## config.mk

```make
export PLATFORM = sky130hd
export DESIGN_NAME = i2c_arb_guard
export DESIGN_NICKNAME = d
export VERILOG_FILES = /design/src/rtl/i2c_arb_pkg.sv /design/src/rtl/i2c_line_tracker.sv /design/src/rtl/i2c_start_gate.sv /design/src/rtl/i2c_arb_compare.sv /design/src/rtl/i2c_arb_guard.sv
export SDC_FILE = /design/constraint.sdc
export NUM_CORES = 1
export LEC_CHECK = 0
export CORE_AREA = 2 2 39 41
export CTS_CLUSTER_DIAMETER = 200
export DETAILED_ROUTE_END_ITERATION = 10
export DIE_AREA = 0 0 41 43
export DONT_BUFFER_PORTS = 1
export GPL_ROUTABILITY_DRIVEN = 0
export GPL_TIMING_DRIVEN = 1
export PLACE_DENSITY = 0.44
export SLEW_MARGIN = 20
export SYNTH_ARGS = -nofsm -noshare
export SYNTH_HDL_FRONTEND = slang
export SYNTH_HIERARCHICAL = 1
export SYNTH_SLANG_ARGS = --single-unit
```

## constraint.sdc

```tcl
create_clock -name clk -period 1.2 [get_ports clk]
set_input_delay 0.06 -clock clk [delete_from_list [all_inputs] [get_ports clk]]
set_output_delay 0.06 -clock clk [all_outputs]
set_load 0.03 [all_outputs]
```

## src/rtl/i2c_arb_pkg.sv

```systemverilog
`timescale 1ns/1ps
package i2c_arb_pkg;

    // one sample of the two bus wires
    typedef struct packed {
        logic scl;
        logic sda;
    } line_smp_t;

    // conditions found between two consecutive samples
    typedef struct packed {
        logic start_seen;
        logic stop_seen;
        logic scl_rise;
    } bus_evt_t;

    typedef enum logic {
        BUS_IDLE = 1'b0,
        BUS_HELD = 1'b1
    } bus_state_e;

    // state of the bus lines when nobody drives them
    localparam line_smp_t LINE_RELEASED = '{scl: 1'b1, sda: 1'b1};

    function automatic logic is_start(input line_smp_t prev, input line_smp_t cur);
        return prev.scl & cur.scl & prev.sda & ~cur.sda;
    endfunction

    function automatic logic is_stop(input line_smp_t prev, input line_smp_t cur);
        return prev.scl & cur.scl & ~prev.sda & cur.sda;
    endfunction

    function automatic logic is_rise(input line_smp_t prev, input line_smp_t cur);
        return ~prev.scl & cur.scl;
    endfunction

    // the wire reads low although this master released it
    function automatic logic bit_overridden(input logic wanted, input logic seen);
        return wanted & ~seen;
    endfunction

endpackage

```

## src/rtl/i2c_line_tracker.sv

```systemverilog
`timescale 1ns/1ps
module i2c_line_tracker
    import i2c_arb_pkg::*;
(
    input  logic     clk,
    input  logic     rst,
    input  logic     scl_i,
    input  logic     sda_i,
    output bus_evt_t evt_o,
    output logic     busy_o
);

    line_smp_t  cur_smp;
    line_smp_t  prev_q;
    bus_state_e state_q;
    bus_state_e state_d;

    assign cur_smp = '{scl: scl_i, sda: sda_i};

    always_ff @(posedge clk) begin
        if (rst) begin
            prev_q <= LINE_RELEASED;
        end else begin
            prev_q <= cur_smp;
        end
    end

    always_comb begin
        evt_o.start_seen = is_start(prev_q, cur_smp);
        evt_o.stop_seen  = is_stop(prev_q, cur_smp);
        evt_o.scl_rise   = is_rise(prev_q, cur_smp);
    end

    always_comb begin
        state_d = state_q;
        unique case (state_q)
            BUS_IDLE: if (evt_o.start_seen) state_d = BUS_HELD;
            BUS_HELD: if (evt_o.stop_seen)  state_d = BUS_IDLE;
            default:                        state_d = BUS_IDLE;
        endcase
    end

    always_ff @(posedge clk) begin
        if (rst) begin
            state_q <= BUS_IDLE;
        end else begin
            state_q <= state_d;
        end
    end

    assign busy_o = (state_q == BUS_HELD);

    // a START on the lines makes the bus busy
    a_r2_start_busy: assert property (@(posedge clk) disable iff (rst)
        (scl_i && $past(scl_i) && $past(sda_i) && !sda_i) |=> busy_o);

    // a STOP on the lines makes the bus idle
    a_r3_stop_idle: assert property (@(posedge clk) disable iff (rst)
        (scl_i && $past(scl_i) && !$past(sda_i) && sda_i) |=> !busy_o);

    // with SCL low the bus state holds
    a_r4_low_hold: assert property (@(posedge clk) disable iff (rst)
        (!scl_i) |=> $stable(busy_o));

    // a START and a STOP can never both be seen at one edge
    a_r2_evt_exclusive: assert property (@(posedge clk) disable iff (rst)
        !(evt_o.start_seen && evt_o.stop_seen));

endmodule

```

## src/rtl/i2c_start_gate.sv

```systemverilog
`timescale 1ns/1ps
module i2c_start_gate (
    input  logic clk,
    input  logic rst,
    input  logic busy_i,
    input  logic start_seen_i,
    input  logic req_i,
    output logic grant_o
);

    logic pend_q;
    logic grant_q;
    logic want;
    logic grant_d;

    assign want    = req_i | pend_q;
    // no grant while the bus is held, while another START is on the
    // wire at this edge, or in the cycle right after a grant
    assign grant_d = want & ~busy_i & ~start_seen_i & ~grant_q;

    always_ff @(posedge clk) begin
        if (rst) begin
            pend_q  <= 1'b0;
            grant_q <= 1'b0;
        end else begin
            pend_q  <= grant_d ? 1'b0 : want;
            grant_q <= grant_d;
        end
    end

    assign grant_o = grant_q;

    // a grant only appears on an idle bus
    a_r5_grant_idle: assert property (@(posedge clk) disable iff (rst)
        grant_o |-> !busy_i);

    // a grant lasts one cycle
    a_r5_grant_single: assert property (@(posedge clk) disable iff (rst)
        grant_o |=> !grant_o);

    // a request on a held bus is not granted at the next edge
    a_r6_held_off: assert property (@(posedge clk) disable iff (rst)
        (req_i && busy_i) |=> !grant_o);

endmodule

```

## src/rtl/i2c_arb_compare.sv

```systemverilog
`timescale 1ns/1ps
module i2c_arb_compare
    import i2c_arb_pkg::*;
(
    input  logic clk,
    input  logic rst,
    input  logic scl_rise_i,
    input  logic stop_seen_i,
    input  logic tx_active_i,
    input  logic sda_drive_i,
    input  logic sda_i,
    input  logic clr_i,
    output logic pulse_o,
    output logic flag_o,
    output logic drv_off_o
);

    logic pulse_q;
    logic flag_q;
    logic off_q;
    logic lose_now;

    // one comparison per bit, only while sending and still driving
    assign lose_now = scl_rise_i & tx_active_i & ~off_q
                    & bit_overridden(sda_drive_i, sda_i);

    always_ff @(posedge clk) begin
        if (rst) begin
            pulse_q <= 1'b0;
            flag_q  <= 1'b0;
            off_q   <= 1'b0;
        end else begin
            pulse_q <= lose_now;
            flag_q  <= lose_now | (flag_q & ~clr_i);
            if (lose_now) begin
                off_q <= 1'b1;
            end else if (stop_seen_i) begin
                off_q <= 1'b0;
            end
        end
    end

    assign pulse_o   = pulse_q;
    assign flag_o    = flag_q;
    assign drv_off_o = off_q;

    // the loss pulse lasts one cycle
    a_r7_pulse_single: assert property (@(posedge clk) disable iff (rst)
        pulse_o |=> !pulse_o);

    // a loss pulse comes with the flag and the driver shut off
    a_r10_pulse_side: assert property (@(posedge clk) disable iff (rst)
        pulse_o |-> (flag_o && drv_off_o));

    // no loss unless the master was sending
    a_r9_idle_tx: assert property (@(posedge clk) disable iff (rst)
        !tx_active_i |=> !pulse_o);

    // the driver stays off until a STOP
    a_r10_off_hold: assert property (@(posedge clk) disable iff (rst)
        (drv_off_o && !stop_seen_i) |=> drv_off_o);

    // the sticky flag holds until cleared
    a_r11_flag_hold: assert property (@(posedge clk) disable iff (rst)
        (flag_o && !clr_i) |=> flag_o);

    // no second pulse while the driver is off
    a_r11_no_repeat: assert property (@(posedge clk) disable iff (rst)
        drv_off_o |=> !pulse_o);

endmodule

```

## src/rtl/i2c_arb_guard.sv

```systemverilog
`timescale 1ns/1ps
module i2c_arb_guard
    import i2c_arb_pkg::*;
(
    input  logic clk,
    input  logic rst,
    input  logic scl_i,
    input  logic sda_i,
    input  logic sda_drive_i,
    input  logic tx_active_i,
    input  logic start_req_i,
    input  logic lost_clr_i,
    output logic bus_busy_o,
    output logic start_grant_o,
    output logic arb_lost_pulse_o,
    output logic arb_lost_flag_o,
    output logic drv_off_o
);

    bus_evt_t evt;
    logic     busy;

    i2c_line_tracker u_track (
        .clk    (clk),
        .rst    (rst),
        .scl_i  (scl_i),
        .sda_i  (sda_i),
        .evt_o  (evt),
        .busy_o (busy)
    );

    i2c_start_gate u_gate (
        .clk          (clk),
        .rst          (rst),
        .busy_i       (busy),
        .start_seen_i (evt.start_seen),
        .req_i        (start_req_i),
        .grant_o      (start_grant_o)
    );

    i2c_arb_compare u_cmp (
        .clk         (clk),
        .rst         (rst),
        .scl_rise_i  (evt.scl_rise),
        .stop_seen_i (evt.stop_seen),
        .tx_active_i (tx_active_i),
        .sda_drive_i (sda_drive_i),
        .sda_i       (sda_i),
        .clr_i       (lost_clr_i),
        .pulse_o     (arb_lost_pulse_o),
        .flag_o      (arb_lost_flag_o),
        .drv_off_o   (drv_off_o)
    );

    assign bus_busy_o = busy;

    // the driver is off only while the bus is held
    a_r10_off_busy: assert property (@(posedge clk) disable iff (rst)
        drv_off_o |-> bus_busy_o);

endmodule

```

---- After elaboration in Yosys (flattened, before gate mapping) ----
Cells that the tools add are included.
storage, ports and cells
  memory bits (read-only) ................. 0
  memories ................................ 0
  latch bits .............................. 0
  register bits ........................... 8
  memory bits (writable) .................. 0
  input port bits ......................... 8
cells by class
  reduce and logical (&&, ||, !) cells .... 2
  add/subtract/negate cells ............... 0
  multipliers ............................. 0
  div/mod/pow operators ................... 0
  shift-type cells ........................ 0
  mux-type cells .......................... 5
  bitwise operators ....................... 24
  $lt $le $gt $ge ......................... 0
  equal/unequal tests ..................... 0
operators by type and width
  kind               count
  $and 1x1->1        14
  $not 1->1          8
  $mux 1             4
  $or 1x1->1         2
  $pmux 1 s2         1
  $reduce_bool 2->1  1
  $reduce_or 2->1    1

---- Depth between registers and ports, before layout ----
Gate-level depths: netlist of the first run.
  word-level depth ........................ 7
  mapped depth ............................ 3
  depth with buffers taken out ............ 3

---- Cells and area by module ----
Netlist of the first run, hierarchy kept.
by module, submodules not included
  module            times used  area an instance (µm²)  cells each  seq. area each (µm²)
  i2c_line_tracker  1           135.1                   14          60.1
  i2c_arb_compare   1           106.4                   10          60.1
  i2c_start_gate    1           67.6                    6           40.0

---- Worst setup path after synthesis of the first run ----
No wires, ideal clock.
  kind .................................... reg-to-reg
  start point ............................. register u_track.state_q (netlist: u_track/busy_o)
  end point ............................... register u_track.state_q (netlist: u_track/busy_o)
  stages on the path, launching flop included .. 3
  required time ........................... 1.075 ns
  arrival ................................. 0.991 ns
  path slack .............................. 0.084 ns
  period minus slack after synthesis ...... 1.116 ns
  setup time .............................. 0.125 ns
  path buffers ............................ 0
  path through ............................ dfxtp_1 -> and2b_2 -> o41a_1
between the ends
  longest elaborated chain between the ends .. 2
ends and longest elaborated chain
  what                    RTL line                text
  start, declared         i2c_line_tracker.sv:15  bus_state_e state_q;
  start signal, assigned  i2c_line_tracker.sv:47  state_q <= state_d;
  $not 1->1               i2c_line_tracker.sv:36  unique case (state_q)
  $pmux 1 s2 *            i2c_line_tracker.sv:36
Mark *: on every way between the ends. The rest lies on a longest branch, timed or not.
A chain may end at the register's enable or synchronous reset.

==> out/metrics.cfg, run 1 <==
[setup_path]
worstSetupStartpointType = flop
reg2reg_from = u_track/prev_q[1]
startpoint = u_track/prev_q[1]
path_cells = and4b_1 > o41a_1
critical_path_class = reg2reg
endpoint = u_track/busy_o
critical-path-top-delay-family = compound AO/OA/AOI/OAI gates
reg2regPathDepth = 2
reg2reg_to = u_track/busy_o
worst-path-buf-inv = 0
worst-path-stages = 2
path_max_fanout = 4
worstPathArrival_ns = 1.20
r2r_setup_slack_ns = 0.13
critPathRequiredTime_ns = 1.33
crit_slowest_cell = o41a_1
cp-end-kind = flop
slowest_delay_ns = 0.41

[drt]
first_iter_violations = 6
num_vias = 261
wl_per_cell_um = 11.1
drt_first_pass_iters = 3
met3_length_um = 83
route.detailed.drc = 0
viasPerCell = 4.42
drtAntennaViolNets = 0
wl_met1_um = 274
wl_um = 654
top_layer = met3
wl_met2_um = 296

[synthesis]
ys_seq_elements = 8
ys_seq_area_frac = 0.518
yosysWarnings = 6
syn_area_per_cell_um2 = 10.3
synth_cell_types = 16
ys_top_cells_by_area = dfxtp_1, o32ai_1, nor2b_1
synth_top_cell_by_area = dfxtp_1
synth_nets = 38
netlist.area_leader.share = 0.518
synthCells = 30
syn-cell-area_um2 = 309

[floorplanning]
coreArea_um2 = 1380
ios = 13
rows = 14
start_util = 0.223
die_area_um2 = 1760
die_x_um = 41
die_h_um = 43

[power_and_ir_drop]
ir_worst_vdd_mv = 0.589
p_leak_nw = 0.175
p_int_mw = 0.440
powerDensity_nw_per_um2 = 1310
sequentialPowerShare = 0.508
pwr-share-clk = 0.348
total_power_mw = 0.578
power_switching_mw = 0.137
sw_frac_of_total = 0.238
comb_power_share = 0.145

[sta]
rsz0062_at_grt = no
worstMarginPinSlew_ns = 0.288
setup_tns_ns = 0
period_share = 0.890
finalClockSkew_ns = 0.00110
final_hold_viol_count = 0
fin_crit_ns = 1.07
slew_headroom = 0.807
timing.fmax_ghz = 0.937
setup_viol = 0
fin_ws_ns = 0.132
slew_violations = 0

[cells_and_area]
utilization = 0.319
num_antenna_cells = 0
syn_to_final_growth_pct = 42.9
fillers = 139
drive_gt1_frac = 0.209
nets = 53

[clocking]
cts_root_buf = clkbuf_4
cts_tree = yes
clock_path_buffers = 2
hold_buffers = 6
h-tree-depth = 1
clk_latency_ns = 0.25
clkTransAtPathRegs_ns = 0.05
numClockSinks = 8
cts_setup_buffers = 0
numCtsBuffers = 3
post_cts_resized = 0

[grt]
grt_pass1_vias = 237
antenna_found_initial = 0
track_usage = 0.0905
grt_max_degree = 7
gr-total-overflow = 0
grt_pass1_wl_um = 1000

[run_status]
status = completed

[placement]
pre_cts_ws_ns = 0.143
dp_hpwl_um = 483
port_buffers = 0

[min_path]
worstHoldPathType = in2reg

[job]
maxCapViolations = 0

## synthesized netlist by cell type (all sizes together)
library cell,n
nor2b,2
and2,1
and2b,1
nor2,3
nand2b,1
o21bai,1
and4b,1
inv,3
nand4bb,1
o41a,1
nand3,1
or2,2
o32ai,2
nor3,1
dfxtp,8
a21boi,1
## final cells by class
cell class / instances / area, µm² / share of cell area
Sequential cell: 8 / 160 / 0.363
Multi-Input combinational cell: 19 / 138 / 0.312
Timing Repair Buffer: 10 / 90.1 / 0.204
Clock buffer: 3 / 22.5 / 0.0510
Tap cell: 16 / 20.0 / 0.0453
Inverter: 3 / 11.3 / 0.0255
## power by group through the flow
stage / clock network (mW) / registers, mW / logic, mW
after global placement: 0 / 0.298 / 0.0641
after detailed placement: 0 / 0.299 / 0.0660
after floorplan: 0 / 0.312 / 0.0325
after global routing: 0.227 / 0.296 / 0.0905
after CTS: 0.214 / 0.293 / 0.0842
final: 0.201 / 0.293 / 0.0836
## per-stage QoR
step | hold slack [ns] | std cells | cell area, µm²
after global placement | 0.159 | 50 | 359
after global routing | 0.0322 | 59 | 442
final | 0.0327 | 59 | 442
after detailed placement | 0.160 | 50 | 359
after CTS | 0.0230 | 59 | 442
after floorplan | 0.157 | 30 | 309
## cells in the final DEF (no fill, tap or decap)
master / n
dfxtp_1: 8
dlygate4sd3_1: 6
buf_4: 4
clkbuf_4: 3
nor2_1: 3
inv_1: 3
o32ai_1: 2
nor2b_1: 2
or2_1: 2
nand2b_1: 1
nand4bb_1: 1
o21bai_1: 1
nor3_2: 1
and4b_1: 1
nand3_1: 1
and2_1: 1
and2b_2: 1
a21boi_0: 1
o41a_1: 1
## metal layers
metal / up-vias / GRT usage
met5: - / 0
met3: 0 / 0.0838
li1: 132 / -
met2: 15 / 0.113
met1: 114 / 0.113
met4: 0 / 0.0200
## flip-flops by register name, summed over array words and instances, names as in the netlist
name,cells
u_gate/pend_q,1
u_cmp/flag_o,1
u_gate/grant_o,1
u_track/prev_q,2
u_track/busy_o,1
u_cmp/drv_off_o,1
u_cmp/pulse_o,1
## kinds of logic after synthesis
kind of cell,count (synthesis),share of synthesized area
AND/OR/NAND/NOR,14,0.304
flip-flops,8,0.518
AO/OA/AOI/OAI,5,0.142
buffers and inverters,3,0.0364
## worst min-delay path by stage
stage / from / endpoint / slack [ns] / cells after the start
2_1_floorplan: rst / u_track/prev_q[0] / 0.16 / 1
3_3_place_gp: rst / u_track/prev_q[1] / 0.16 / 1
3_5_place_dp: rst / u_track/prev_q[1] / 0.16 / 1
4_1_cts: tx_active_i / u_cmp/pulse_o / 0.02 / 2
5_1_grt: tx_active_i / u_cmp/pulse_o / 0.03 / 2
6_report: tx_active_i / u_cmp/pulse_o / 0.03 / 2
Power figures use the tool's default switching activity.
==> run 2: changes to the inputs <==
- PLACE_DENSITY: 0.44 -> 0.36
- SETUP_SLACK_MARGIN: not set -> 0.5
==> out/metrics.cfg, run 2 (same netlist as run 1, synthesis figures left out) <==
[setup_path]
reg2regPathDepth = 2
reg2reg_to = u_track/busy_o
critPathRequiredTime_ns = 1.34
worstSetupStartpointType = flop
critical_path_class = reg2reg
path_max_fanout = 5
worstPathArrival_ns = 1.20
reg2reg_from = u_track/busy_o
r2r_setup_slack_ns = 0.14
cp-end-kind = flop

[cells_and_area]
drive_gt1_frac = 0.439
num_antenna_cells = 0
nets = 50
final_cell_area_um2 = 488
syn_to_final_growth_pct = 57.9
top_register = u_track/prev_q
fin_cells = 57
largest_reg_flops = 2
final_cell_mix = dfxtp_4, dlygate4sd3_1

[power_and_ir_drop]
ir_worst_vdd_mv = 0.412
sw_frac_of_total = 0.250
comb_power_share = 0.130
sequentialPowerShare = 0.497
pwr-share-clk = 0.373
p_int_mw = 0.452
p_leak_nw = 0.184
powerDensity_nw_per_um2 = 1240
power_switching_mw = 0.151

[floorplanning]
rows = 14
die_h_um = 43
ios = 13
die_x_um = 41
start_util = 0.223
die_area_um2 = 1760
coreArea_um2 = 1380

[grt]
use_met2 = 0.163
grt_pass1_vias = 291
grt_max_degree = 7
grtUsageMet3 = 0.0314
track_usage = 0.106
use_met1 = 0.106
gr-total-overflow = 0
busiest_layer = met2
antenna_found_initial = 0
grt_pass1_wl_um = 1180

[sta]
finalClockSkew_ns = 0.0000979
slew_headroom = 0.826
slew_violations = 0
fin_crit_ns = 1.06
fin_hold_ws_ns = -0.0162
rsz0062_at_grt = yes
fin_ws_ns = 0.141
setup_tns_ns = 0
setup_viol = 0
worstMarginPinSlew_ns = 0.261
timing.fmax_ghz = 0.945
final_hold_viol_count = 1
period_share = 0.882

[clocking]
clk_latency_ns = 0.25
h-tree-depth = 1
numCtsBuffers = 3
hold_buffers = 5
clkTransAtPathRegs_ns = 0.06
clock_path_buffers = 2
numClockSinks = 8
cts_tree = yes
cts_root_buf = clkbuf_4

[drt]
viasPerCell = 4.46
first_iter_violations = 4
drtAntennaViolNets = 0
route.detailed.drc = 0
drt_first_pass_iters = 2
num_vias = 254
wl_per_cell_um = 13.6
wl_um = 777

[min_path]
worstHoldEndpoint = u_cmp/pulse_o
hp-start = tx_active_i
worstHoldPathType = in2reg
hold_depth = 2

[placement]
placed_cell_area_um2 = 349
dpl.cell_count = 47
pre_cts_ws_ns = 0.151
port_buffers = 0

[run_status]
status = complete, but fails checks
violations = negative hold slack

[job]
maxCapViolations = 0

run 2: cell count changes in the layout (fill, tap and decap cells not counted), moves of 3 or more:
cell	delta
dfxtp_2	+3
dfxtp_4	+4
buf_4	-4
dfxtp_1	-7
run 2: how the worst max path moves through the flow:
| stage | from | endpoint | slack, ns | cells after the start |
|---|---|---|---|---|
| CTS | u_track/prev_q[1] | u_track/busy_o | 0.14 | 2 |
| global placement | u_track/prev_q[1] | u_track/busy_o | 0.15 | 2 |
| global route | u_track/busy_o | u_track/busy_o | 0.11 | 2 |
| floorplan | u_track/busy_o | u_track/busy_o | 0.18 | 2 |
| finish | u_track/busy_o | u_track/busy_o | 0.14 | 2 |
| detailed placement | u_track/prev_q[1] | u_track/busy_o | 0.15 | 2 |
run 2: through the flow:
stage          hold WS (ns)  utilization  power [mW]
5_1_grt             -0.0265        0.353       0.646
4_1_cts             0.00105        0.325       0.607
2_1_floorplan         0.153            -       0.342
3_5_place_dp          0.161        0.252       0.354
6_report            -0.0162        0.353       0.603
3_3_place_gp          0.157        0.252       0.353
run 2: cell type report:
class | count | area (µm²)
flip-flops and latches | 8 | 179
well taps | 16 | 20.0
clock buffers | 4 | 26.3
multi-input cells | 19 | 176
fillers | 147 | 896
repair buffers | 7 | 75.1
inverters | 3 | 11.3
run 2: worst max-delay path: stages, from the launching register on:
cell	delay (ns)
dfxtp_4	0.39
and2b_2	0.21
o41a_1	0.35
run 2: power by group through the flow:
| stage | sequential (mW) | combinational [mW] | clock, mW |
|---|---|---|---|
| global placement | 0.307 | 0.0465 | 0 |
| global route | 0.302 | 0.0850 | 0.258 |
| finish | 0.300 | 0.0784 | 0.225 |
| detailed placement | 0.307 | 0.0474 | 0 |
| CTS | 0.299 | 0.0702 | 0.238 |
| floorplan | 0.310 | 0.0325 | 0 |
run 2: layer usage:
layer,up-vias,part of all wire
li1,126,-
met1,118,0.39
met2,8,0.54
met3,2,0.058
met4,0,0.013
met5,-,0
run 2: repair_timing:
| item | 4_1_cts | 5_1_grt |
|---|---|---|
| pin swaps | 2 | 3 |
| setup endpoints to repair | 11 | 13 |
| resized for setup | 5 | 7 |
| buffers inserted | 1 | 0 |
| endpoints found under the hold margin | 7 | 1 |
